## config.mk

```make
export PLATFORM = sky130hd
export DESIGN_NAME = keypad_scan
export DESIGN_NICKNAME = d
export VERILOG_FILES = /design/src/rtl/keypad_scan.sv
export SDC_FILE = /design/constraint.sdc
export NUM_CORES = 1
export LEC_CHECK = 0
export BUFFER_PORTS_ARGS = -buffer_cell sky130_fd_sc_hd__buf_2
export CAP_MARGIN = 40
export CORE_MARGIN = 1
export CORE_UTILIZATION = 35
export DETAILED_ROUTE_END_ITERATION = 16
export HOLD_SLACK_MARGIN = 0.08
export PLACE_DENSITY = 0.63
export SYNTH_ARGS = -nofsm -noshare
export SYNTH_HDL_FRONTEND = slang
export SYNTH_SLANG_ARGS = --single-unit
```

## constraint.sdc

```tcl
create_clock -name clk -period 1.35 [get_ports clk]
set_clock_uncertainty 0.05 [all_clocks]
set_input_delay 0.135 -clock clk [delete_from_list [all_inputs] [get_ports clk]]
set_output_delay 0.135 -clock clk [all_outputs]
set_load 0.01 [all_outputs]
```

## src/rtl/keypad_scan.sv

```systemverilog
module keypad_scan #(
  parameter int ROWS = 3,
  parameter int COLS = 3,
  parameter int KW   = $clog2(ROWS*COLS+1)
) (
  input  logic            clk,
  input  logic            rst,
  input  logic [COLS-1:0] col_n,
  output logic [ROWS-1:0] row_n,
  output logic [KW-1:0]   key
);
  localparam logic [ROWS-1:0] ROW_INIT = ~(ROWS'(1) << (ROWS-1));
  localparam logic [COLS-1:0] COL_IDLE = '1;

  logic [ROWS-1:0] row_q, row_d1, row_d2;
  logic [COLS-1:0] col_s1, col_s2;
  logic            legal, settled, idle;

  function automatic int zeros_r(input logic [ROWS-1:0] v);
    int n = 0;
    for (int i = 0; i < ROWS; i++) if (!v[i]) n++;
    return n;
  endfunction

  function automatic int zeros_c(input logic [COLS-1:0] v);
    int n = 0;
    for (int i = 0; i < COLS; i++) if (!v[i]) n++;
    return n;
  endfunction

  assign legal   = zeros_r(row_q) == 1;
  assign settled = (row_d1 == row_q) && (row_d2 == row_q);
  assign idle    = col_s2 == COL_IDLE;
  assign row_n   = row_q;

  always_ff @(posedge clk) begin
    if (rst) begin
      row_q  <= ROW_INIT;
      row_d1 <= ROW_INIT;
      row_d2 <= ROW_INIT;
      col_s1 <= COL_IDLE;
      col_s2 <= COL_IDLE;
    end else begin
      col_s1 <= col_n;
      col_s2 <= col_s1;
      row_d1 <= row_q;
      row_d2 <= row_d1;
      if (!legal)
        row_q <= ROW_INIT;
      else if (settled && idle)
        row_q <= {row_q[0], row_q[ROWS-1:1]};
    end
  end

  always_comb begin
    key = '0;
    if (zeros_r(row_d2) == 1 && zeros_c(col_s2) == 1)
      for (int r = 0; r < ROWS; r++)
        for (int c = 0; c < COLS; c++)
          if (!row_d2[ROWS-1-r] && !col_s2[COLS-1-c])
            key = KW'(r*COLS + c + 1);
  end

  a_r1_reset_row: assert property (@(posedge clk)
    rst |=> (row_n == ROW_INIT && key == '0));

  a_r2_one_row_low: assert property (@(posedge clk) disable iff (rst)
    $countones(~row_n) == 1);

  a_r3_rotate_order: assert property (@(posedge clk) disable iff (rst)
    (row_n != $past(row_n)) |->
      (row_n == {$past(row_n[0]), $past(row_n[ROWS-1:1])}));

  a_r4_hold_on_press: assert property (@(posedge clk) disable iff (rst)
    (settled && !idle) |=> $stable(row_n));

  a_r5_idle_zero: assert property (@(posedge clk) disable iff (rst)
    idle |-> key == '0);

  a_r6_key_range: assert property (@(posedge clk) disable iff (rst)
    key <= KW'(ROWS*COLS));

  a_r7_multi_zero: assert property (@(posedge clk) disable iff (rst)
    ($countones(~col_s2) > 1) |-> key == '0);
endmodule

```

==> flow_summary.toml <==
[min_path]
whs_path_depth = 2
hold_start = "rst"
hold_end = "row_d1[2]$_SDFF_PP0_"
hp-class = "input pin to flop"

[sta]
fin_crit_ps = 1730
fin_crit_sh_pct = 128
timing.final.ws_setup_ps = -376
rsz0062_at_grt = "true"
fmax_ghz = 0.579
finalMaxSlewViolations = 0
hold_violations = 0
slew_headroom_pct = 75.0
tightest_slew_ps = 373
final-setup-viol-count = 7

[layout]
stdcell_count = 145
design_area_um2 = 1160
area_growth_pct = 56.9
regArea_um2 = 318
fill_cells = 159
final_core_util_pct = 58.6
drive_gt1_share_pct = 50.8
multi_input_area_um2 = 537
diodes = 0
nNetsFinal = 131

[synth]
synth_area_leaders = "dfxtp_1, ha_1, or2_1"
seq_area_frac_synth_pct = 40.5
synth_area_per_cell_um2 = 8.61
ys_types = 25
yosys.area.top_type = "dfxtp_1"
synthesis.nets = 98
yosys_warnings = 0
synth.top_cell.area_share_pct = 40.5
postSynthCellCount = 86
ys_seq_elements = 15
netlist_area_um2 = 741

[setup_path]
required_ps = 1160
worstSetupEndpointType = "output pin"
r2r-start = "row_d2[0]$_SDFF_PP1_"
rrSetupSlack_ps = -80
reg2regPathDepth = 7
path_max_fanout = 4
cp.arrival_ps = 1540
startpoint_type = "flop"
critPathKind = "flop to output pin"
r2r-end = "row_n[2]$_SDFFE_PP0P_"

[placed_design]
placed_cell_area_um2 = 987
dp.cells = 135
place_congestion = 0.834
dp_hpwl_mm = 1.16
io_buffer_count = 11
dp_slack_ps = -159

[floorplan]
start_util_pct = 37.4
core_um2 = 1980
dieWidth_um = 48.0
die-area_um2 = 2300
die_h_um = 48.0
pin_count = 12
rows = 16

[clock_tree]
cts_buffers = 3
clkTransAtPathRegs_ps = 80
clock_latency_ps = 270
cts.sinks = 15
htreeDepth = 1
cts_buffer_depth = 2
cts_tree = "yes"
cts_root_buf = "clkbuf_4"

[route]
drt_iter0_markers = 15
drcViolationCount = 0
routedWlPerCell_um = 11.3
drt_pass1_iterations = 4
vias_per_cell = 4.94
drt_wl_total_mm = 1.64
num_vias = 717
drtAntennaViolNets = 0

[job]
drv_cap = 0

[global_routing]
grt_usage_pct = 16.0
grt_max_degree = 14
grt_pass1_wl_mm = 2.53
grt_pass1_vias = 605
grt_antenna_before_repair = 0
grt_overflow = 0

[status]
outcome = "finished with violations"
violations = "setup timing"

[power_and_ir_drop]
total_power_uw = 1810
power_density_nw_per_um2 = 1560
p_leak_uw = 0.000507
worst_ir_drop_vdd_uv = 1360
-- area by class of cell --
type                    instances  share of cell area [%]
inverters                       6                    2.37
multi-input cells              64                    46.2
repair buffers                 29                    18.9
flip-flops and latches         15                    27.3
well taps                      27                    2.91
clock buffers                   4                    2.26
-- Yosys cell counts (all sizes together) --
| cell | n |
|---|---|
| nor3b | 2 |
| and3 | 3 |
| o211a | 1 |
| nand3 | 4 |
| or2 | 10 |
| o22a | 1 |
| a211oi | 1 |
| dfxtp | 15 |
| o211ai | 1 |
| nand2 | 4 |
| nand3b | 2 |
| nor2 | 5 |
| o22ai | 2 |
| nor4 | 1 |
| ha | 7 |
| nor2b | 2 |
| nand2b | 1 |
| o2bb2ai | 1 |
| clkbuf | 1 |
| o21ai | 7 |
| nor3 | 5 |
| a21oi | 4 |
| inv | 6 |
-- layer usage --
layer / part of all wire (%) / vias to the layer above / global-route usage, %
met5: 0 / - / 0
met1: 46 / 324 / 19.9
li1: - / 367 / -
met2: 49 / 21 / 26.8
met4: 1.6 / 0 / 6.67
met3: 3.5 / 5 / 3.40
-- cell families (layout without fill, tap and decap cells) --
family	Yosys count	after routing	synth area share, %
AO/OA/AOI/OAI	18	18	15.0
AND/OR/NAND/NOR	39	39	29.1
adder cells (fa/ha/maj)	7	7	11.8
flip-flops	15	15	40.5
buffers and inverters	7	39	3.55
-- through the flow --
| step | TNS (ps) | hold WS (ps) |
|---|---|---|
| 4_1_cts | -1820 | 103 |
| 3_3_place_gp | -450 | 262 |
| 2_1_floorplan | -76.8 | 157 |
| 3_5_place_dp | -600 | 264 |
| 6_report | -1640 | 104 |
| 5_1_grt | -2160 | 132 |
-- critical path, cell delays in order (launching register included) --
cell      delay [ps]
dfxtp_2          350
inv_4             50
ha_4             230
nor3b_2          170
o22ai_2          140
a211oi_2         160
buf_2            160
-- repair_timing --
action	4_1_cts	5_1_grt
endpoints found under the setup margin	7	7
pin swaps	15	6
gates resized for setup	20	6
hold buffers	3	0
buffers inserted	2	1
endpoints found under the hold margin	3	0
-- worst max-delay path by stage --
stage	start	end	slack, ps	cells after the start
after floorplan	col_s2[1]$_SDFF_PP1_	key[3]	-80	6
after CTS	row_d2[0]$_SDFF_PP1_	key[3]	-400	7
after global routing	row_d2[1]$_SDFF_PP1_	key[3]	-460	6
final	row_d2[1]$_SDFF_PP1_	key[3]	-380	6
after detailed placement	row_d2[0]$_SDFF_PP1_	key[3]	-160	6
after global placement	col_s2[1]$_SDFF_PP1_	key[3]	-150	7
-- flip-flops by register name (all words and copies together), names as in the netlist --
name / cells
col_s2: 3
row_d1: 3
row_d2: 3
col_s1: 3
row_n: 3
-- layout by cell type, fill, tap and decap left out, drive strengths merged, types with 3 or more instances in the layout --
| cell | synthesis | routed |
|---|---|---|
| buf | 0 | 26 |
| dfxtp | 15 | 15 |
| or2 | 10 | 10 |
| o21ai | 7 | 7 |
| ha | 7 | 7 |
| inv | 6 | 6 |
| nor2 | 5 | 5 |
| nor3 | 5 | 5 |
| nand2 | 4 | 4 |
| a21oi | 4 | 4 |
| nand3 | 4 | 4 |
| clkbuf | 1 | 4 |
| dlygate4sd3 | 0 | 3 |
| and3 | 3 | 3 |
-- power breakdown --
| group | switching, uW | internal, uW |
|---|---|---|
| Sequential | 110 | 532 |
| Clock | 130 | 115 |
| Combinational | 437 | 487 |
No activity file was read; power rests on OpenSTA's default activity.
